--- src/rtl/shf_pkg.sv ---
package shf_pkg;
  localparam int ACC_W   = 24;
  localparam int ACC_N   = 4;
  localparam int DIST_S  = 1;
  localparam int DIST_L  = 8;

  typedef struct packed {
    logic left;
    logic by8;
    logic thru;
  } shf_cmd_t;
endpackage

--- src/rtl/shf_rst_sync.sv ---
module shf_rst_sync #(
  parameter int STAGES = 2
) (
  input  logic clk,
  input  logic rst_n,
  output logic rst_sync_n
);
  logic [STAGES-1:0] chain_q;
  logic [STAGES-1:0] chain_d;

  always_comb begin
    chain_d = {chain_q[STAGES-2:0], 1'b1};
  end

  always_ff @(posedge clk or negedge rst_n) begin
    if (!rst_n) chain_q <= '0;
    else        chain_q <= chain_d;
  end

  assign rst_sync_n = chain_q[STAGES-1];
endmodule

--- src/rtl/shf_barrel.sv ---
module shf_barrel
  import shf_pkg::*;
#(
  parameter int W      = ACC_W,
  parameter int D_SHRT = DIST_S,
  parameter int D_LONG = DIST_L
) (
  input  logic [W-1:0] src,
  input  logic         cin,
  input  shf_cmd_t     cmd,
  output logic [W-1:0] res,
  output logic         cout
);
  logic [W-1:0] res_v [2];
  logic         co_v  [2];

  logic fill_hi;
  logic fill_lo;

  always_comb begin
    fill_hi = cmd.thru ? cin : src[W-1];
    fill_lo = cmd.thru & cin;
  end

  for (genvar d = 0; d < 2; d++) begin : g_dist
    localparam int D = (d == 0) ? D_SHRT : D_LONG;
    logic [W-1:0] r_right;
    logic [W-1:0] r_left;
    always_comb begin
      r_right = {{D{fill_hi}}, src[W-1:D]};
      r_left  = {src[W-1-D:0], {D{fill_lo}}};
      res_v[d] = cmd.left ? r_left : r_right;
      co_v[d]  = cmd.left ? src[W-D] : src[D-1];
    end
  end

  always_comb begin
    res  = cmd.by8 ? res_v[1] : res_v[0];
    cout = cmd.by8 ? co_v[1]  : co_v[0];
  end
endmodule

--- src/rtl/shf_acc_bank.sv ---
module shf_acc_bank #(
  parameter int W  = 24,
  parameter int N  = 4,
  parameter int SW = $clog2(N)
) (
  input  logic          clk,
  input  logic          rst_n,
  input  logic          ld_en,
  input  logic [SW-1:0] ld_sel,
  input  logic [W-1:0]  ld_data,
  input  logic          sh_we,
  input  logic [SW-1:0] sh_dst,
  input  logic [W-1:0]  sh_data,
  input  logic [SW-1:0] src_sel,
  output logic [W-1:0]  src_data,
  input  logic [SW-1:0] rd_sel,
  output logic [W-1:0]  rd_data,
  output logic [N*W-1:0] acc_flat
);
  logic [W-1:0] acc_q [N];

  for (genvar g = 0; g < N; g++) begin : g_acc
    logic [W-1:0] nxt;
    logic         en;
    always_comb begin
      en  = 1'b0;
      nxt = acc_q[g];
      if (sh_we && (sh_dst == SW'(g))) begin
        en  = 1'b1;
        nxt = sh_data;
      end else if (ld_en && (ld_sel == SW'(g))) begin
        en  = 1'b1;
        nxt = ld_data;
      end
    end

    always_ff @(posedge clk or negedge rst_n) begin
      if (!rst_n)  acc_q[g] <= '0;
      else if (en) acc_q[g] <= nxt;
    end

    assign acc_flat[g*W +: W] = acc_q[g];
  end

  always_comb begin
    src_data = acc_q[src_sel];
    rd_data  = acc_q[rd_sel];
  end
endmodule

--- src/rtl/shf_carry_flag.sv ---
module shf_carry_flag (
  input  logic clk,
  input  logic rst_n,
  input  logic sh_we,
  input  logic sh_c,
  input  logic ld_en,
  input  logic ld_val,
  output logic c_q
);
  logic c_nxt;
  logic c_en;

  always_comb begin
    c_en  = sh_we | ld_en;
    c_nxt = sh_we ? sh_c : ld_val;
  end

  always_ff @(posedge clk or negedge rst_n) begin
    if (!rst_n)    c_q <= 1'b0;
    else if (c_en) c_q <= c_nxt;
  end
endmodule

--- src/rtl/shf_unit.sv ---
module shf_unit
  import shf_pkg::*;
#(
  parameter int W      = ACC_W,
  parameter int N      = ACC_N,
  parameter int D_SHRT = DIST_S,
  parameter int D_LONG = DIST_L,
  localparam int SW    = $clog2(N)
) (
  input  logic          clk,
  input  logic          rst_n,
  input  logic          ld_en,
  input  logic [SW-1:0] ld_sel,
  input  logic [W-1:0]  ld_data,
  input  logic          c_ld_en,
  input  logic          c_ld_val,
  input  logic          sh_en,
  input  logic          t_flag,
  input  logic [SW-1:0] sh_src,
  input  logic [SW-1:0] sh_dst,
  input  logic          sh_left,
  input  logic          sh_by8,
  input  logic          sh_thru,
  input  logic [SW-1:0] rd_sel,
  output logic [W-1:0]  rd_data,
  output logic          carry
);
  logic          rst_s;
  logic          exec;
  shf_cmd_t      cmd;
  logic [W-1:0]  src_val;
  logic [W-1:0]  sh_res;
  logic          sh_co;
  logic [N*W-1:0] acc_flat;

  always_comb begin
    exec     = sh_en & t_flag;
    cmd.left = sh_left;
    cmd.by8  = sh_by8;
    cmd.thru = sh_thru;
  end

  shf_rst_sync #(.STAGES(2)) u_rst (
    .clk(clk), .rst_n(rst_n), .rst_sync_n(rst_s)
  );

  shf_acc_bank #(.W(W), .N(N), .SW(SW)) u_bank (
    .clk(clk), .rst_n(rst_s),
    .ld_en(ld_en), .ld_sel(ld_sel), .ld_data(ld_data),
    .sh_we(exec), .sh_dst(sh_dst), .sh_data(sh_res),
    .src_sel(sh_src), .src_data(src_val),
    .rd_sel(rd_sel), .rd_data(rd_data),
    .acc_flat(acc_flat)
  );

  shf_barrel #(.W(W), .D_SHRT(D_SHRT), .D_LONG(D_LONG)) u_shift (
    .src(src_val), .cin(carry), .cmd(cmd), .res(sh_res), .cout(sh_co)
  );

  shf_carry_flag u_flag (
    .clk(clk), .rst_n(rst_s),
    .sh_we(exec), .sh_c(sh_co),
    .ld_en(c_ld_en), .ld_val(c_ld_val),
    .c_q(carry)
  );
endmodule

--- config.mk ---
export PLATFORM = sky130hd
export DESIGN_NAME = shf_unit
export DESIGN_NICKNAME = d
export VERILOG_FILES = /design/src/rtl/shf_pkg.sv /design/src/rtl/shf_rst_sync.sv /design/src/rtl/shf_barrel.sv /design/src/rtl/shf_acc_bank.sv /design/src/rtl/shf_carry_flag.sv /design/src/rtl/shf_unit.sv
export SDC_FILE = /design/constraint.sdc
export NUM_CORES = 1
export LEC_CHECK = 0
export ABC_AREA = 1
export ABC_CLOCK_PERIOD_IN_PS = 2900
export BUFFER_PORTS_ARGS = -buffer_cell sky130_fd_sc_hd__buf_2
export CORE_ASPECT_RATIO = 0.75
export CORE_MARGIN = 8
export CORE_UTILIZATION = 54
export CTS_CLUSTER_SIZE = 8
export DETAILED_ROUTE_END_ITERATION = 10
export GPL_TIMING_DRIVEN = 1
export MAX_ROUTING_LAYER = met4
export PLACE_DENSITY = 0.84
export SETUP_SLACK_MARGIN = 0.15
export SYNTH_ARGS = -nofsm -noshare
export SYNTH_HDL_FRONTEND = slang
export SYNTH_SLANG_ARGS = --single-unit
--- constraint.sdc ---
create_clock -name clk -period 2.9 [get_ports clk]
set_clock_uncertainty 0.05 [all_clocks]
set_input_delay 0.435 -clock clk [delete_from_list [all_inputs] [get_ports clk]]
set_output_delay 0.435 -clock clk [all_outputs]
set_load 0.01 [all_outputs]
=== Yosys cells after proc, flatten, opt, wreduce, memory -nomap -nowiden ===
Cells that the tools add are included.
W data, S select, Z words.

* Magnitude comparators: 2
* Eq/ne operators: 6
* Mux-type cells: 30
* Bitwise logic cells: 5
* Reduce and logical (&&, ||, !) cells: 18

{| class="wikitable"
|+ Operators by type and width
! cell !! count
|-
| $mux W24 || 15
|-
| $bmux W24 S2 || 2
|-
| $mux W1 || 13
|-
| $eq A2 B2 Y1 const B || 4
|-
| $logic_and A1 B1 Y1 || 8
|-
| $reduce_and A2 Y1 || 4
|-
| $reduce_bool A2 Y1 || 4
|-
| $ge A3 B3 Y1 const B || 2
|-
| $not A2 Y3 || 2
|-
| $eq A2 B1 Y1 const B || 2
|-
| $logic_not A2 Y1 || 2
|-
| $and A1 B1 Y1 || 2
|-
| $or A1 B1 Y1 || 1
|}

* Flip-flop bits (word level): 99
* Bits of input ports: 42
* Word-level logic and storage cells: 67

=== Longest topological paths before layout ===
* Depth in word-level cells: 8
* Gate-level depth with buffers: 12
* Gate-level depth less buffers: 11

=== Cells and area by module ===
A second synthesis with hierarchy kept.

* Cells, all modules: 1139
* Area total of the unflattened synthesis: 7338.3 µm²

{| class="wikitable"
|+ Modules (own cells, without submodules)
! module !! instances !! cells an instance !! area an instance (µm²)
|-
| shf_acc_bank || 1 || 965 || 6465.0
|-
| shf_barrel || 1 || 159 || 752.0
|-
| shf_carry_flag || 1 || 10 || 60.1
|-
| shf_rst_sync || 1 || 3 || 53.8
|-
| shf_unit || 1 || 2 || 7.5
|}

=== Least setup slack after synthesis ===
OpenSTA, ideal clock, no wires.

* Kind: in2out
* Start: input port rd_sel[0]
* End: output port rd_data[10]
* Data arrival time: 1.319 ns
* Slack: 1.096 ns
* Stages on the path: 5
* Cell sequence: inv_1 -> clkbuf_1 -> clkbuf_1 -> nor2_1 -> o22ai_1

* Word-level cells in the longest chain between the ends: 4

{| class="wikitable"
|+ RTL lines
! item !! line !! source
|-
| start: declaration || shf_unit.sv:24 || <nowiki>input logic [SW-1:0] rd_sel,</nowiki>
|-
| $not A2 Y3 (implied by the code) || shf_acc_bank.sv:47 || <nowiki>rd_data = acc_q[rd_sel];</nowiki>
|-
| $bmux W24 S2 || shf_acc_bank.sv:47 ||
|-
| $mux W24 (implied by the code) (2 in series) || shf_acc_bank.sv:47 ||
|-
| end: declaration || shf_unit.sv:25 || <nowiki>output logic [W-1:0] rd_data,</nowiki>
|}

No other way between the ends. The select of a mux whose other input is x is not followed.

=== Final worst setup path ===
* Start: input port rd_sel[1]
* End: output port rd_data[1]

Same word-level chain as after synthesis.

==> metrics.csv <==
metric,value,unit
synth_flop_cell,dfrtp_1,
p_clk_share,28.6,%
hold_viol_final,0,
first_pass_iters,6,
clk_latency,0.36,ns
io_pins,67,
power_density,568,nW/um2
groute.usage.overall,30.7,%
stdcell_count,1297,
drive_gt1_share,11.5,%
rsz0062_at_grt,no,
post_drt_wl_per_cell,19.2,um
status,"finished, final reports clean",
drc,0,
antenna_found_initial,0,
rows,35,
io_buffer_count,66,
fp.dieH,113,um
numCtsBuffers,9,
grt_max_degree,53,
synthToLayoutAreaGrowth,11.6,%
p_sw,1580,uW
drt-initial-drc-count,1262,
p_int,2730,uW
seq_power_share,43.8,%
worstHoldEndpoint,u_bank.acc_flat[48],
synthArstFlopShare,100,%
synth_area,6800,um2
cts_setup_buffers,0,
finalMaxSlewViolations,0,
r2r-end,u_bank.acc_flat[91],
grt_pass1_vias,7486,
die_w,146,um
place_congestion,1.01,
post_dp_cell_area,7280,um2
hpwl,16500,um
dpl.cell_count,1279,
fin_setup_tns,0,ns
tightest_slew,0.880,ns
num_vias,7955,
overflow,0,
hold_class,in -> reg,
p_leak,0.00383,uW
yosysSeqAreaShare,36.4,%
final_area,7590,um2
fin_total_pwr,4310,uW
synth-edff-count,0,
setup_viol,0,
nNetsFinal,1167,
cts_tree,built,
maxCapViolCount,0,
htreeDepth,3,
max_freq,429,MHz
clk_path_buf_depth,2,
combPwrFrac,27.6,%
root_buffer,clkbuf_16,
fin_crit,2.33,ns
wl,24900,um
synth_fp_nets,1127,
rrSetupSlack,1.22,ns
crit_fanout,24,
synth_area_leader_cell,dfrtp_1,
relSlewSlack,41.3,%
clock-sinks,99,
syn_inst,1085,
antenna_left,0,
initial_utilization,55.3,%
via_per_inst,6.13,
criticalPathCategory,in -> out,
hp-start,ld_data[0],
grt_pass1_wl,39700,um
fp.dieArea,16500,um2
synth_common_cells,"nand2_1, nand3_1, o21ai_0",
clk_pin_slew,0.07,ns
core-area,12300,um2
r2r_cells,10,
yosys.area.top_type_share,36.4,%
arrival,1.84,ns
required,2.41,ns
crit_path_end_kind,primary output,
fill_cells,1165,
synth_cell_type_count,25,
fin_ws,0.571,ns
synth_most_common_cell,nand2_1,
place_ws,0.629,ns
r2r_start,u_bank.acc_flat[47],
vdd_drop_max,0.334,mV
p_sw_share,36.6,%
yosys_warnings,0,
min_period_over_period,80.3,%
ys_seq_elements,99,
hold_path_depth,3,
avgSynthCellArea,6.27,um2
synth.area.top_cells,"dfrtp_1, nand2_1, nand3_1, o21ai_0, nor2_1",
startpoint_type,primary input,
==> metal layers <==
layer | share of wire (%) | wire, um | global-route usage [%] | vias to the layer above
met5 | 0 | 0 | - | -
met3 | 15 | 3690 | 8.13 | 79
li1 | - | - | - | 3623
met1 | 41 | 10300 | 42.3 | 3593
met4 | 2.8 | 687 | 10.8 | 0
met2 | 41 | 10200 | 42.5 | 660
==> kinds of logic (layout without fill, tap and decap cells) <==
family / Yosys count / after routing / share of synthesized area [%]
AND/OR/NAND/NOR: 664 / 664 / 40.3
other: 1 / 2 / 0.0551
AO/OA/AOI/OAI: 197 / 197 / 15.6
flip-flops: 99 / 99 / 36.4
buffers and inverters: 124 / 169 / 7.58
==> layout by cell type (no fill, tap or decap), drive strengths merged <==
master       synthesis  layout
a21oi               12      12
a31oi                1       1
buf                 32      96
bufinv               0       1
clkbuf              36      10
clkinv               0       3
clkinvlp             0       2
conb                 1       1
dfrtp               99      99
diode                0       1
dlygate4sd3          0       1
inv                 56      56
nand2              444     444
nand3              148     148
nor2                67      67
nor3                 4       4
o211ai               1       1
o21ai              141     141
o21bai               7       7
o22ai               24      24
o31ai               11      11
or2                  1       1
==> area by class of cell <==
class / count / area (um2) / share of cell area [%]
Multi-Input combinational cell: 862 / 3820 / 50.3
Timing Repair Buffer: 97 / 578 / 7.61
Antenna cell: 1 / 2.50 / 0.0330
Sequential cell: 99 / 2480 / 32.7
Clock buffer: 10 / 229 / 3.02
Clock inverter: 6 / 67.6 / 0.890
Inverter: 56 / 210 / 2.77
Tap cell: 166 / 208 / 2.74
==> power by group through the flow <==
stage / Sequential (uW) / Combinational (uW) / Clock (uW)
2_1_floorplan: 1830 / 809 / 0
3_3_place_gp: 1900 / 1120 / 0
3_5_place_dp: 1900 / 1150 / 0
4_1_cts: 1880 / 1160 / 1230
5_1_grt: 1920 / 1330 / 1290
6_report: 1890 / 1190 / 1230
==> worst max path at each step <==
| stage | cells past startpoint | start | endpoint |
|---|---|---|---|
| floorplan | 5 | rd_sel[0] | rd_data[10] |
| global placement | 5 | rd_sel[1] | rd_data[1] |
| detailed placement | 5 | rd_sel[1] | rd_data[1] |
| CTS | 5 | rd_sel[1] | rd_data[1] |
| global route | 5 | rd_sel[1] | rd_data[1] |
| finish | 5 | rd_sel[1] | rd_data[1] |
==> what timing repair did <==
action / 4_1_cts / 5_1_grt
endpoints found under the hold margin: 2 / 0
resized for setup: 0 / 0
hold buffers: 1 / 0
==> metrics by stage <==
step           hold slack [ns]  utilization, %
3_5_place_dp             0.172            59.2
4_1_cts                  0.289            61.7
3_3_place_gp             0.171            59.2
6_report                 0.292            61.7
2_1_floorplan           0.0894               -
5_1_grt                  0.313            61.7
==> flip-flops by register name (all words and copies together) (netlist names) <==
| name | cells |
|---|---|
| u_bank.acc_flat | 96 |
| u_flag.c_q | 1 |
| u_rst.chain_q | 2 |
==> worst max-delay path: stages <==
cell     delay [ns]
buf_2          0.11
inv_1          0.63
o21ai_0        0.22
o22ai_1        0.26
buf_2          0.19
Power figures use the tool's default switching activity.
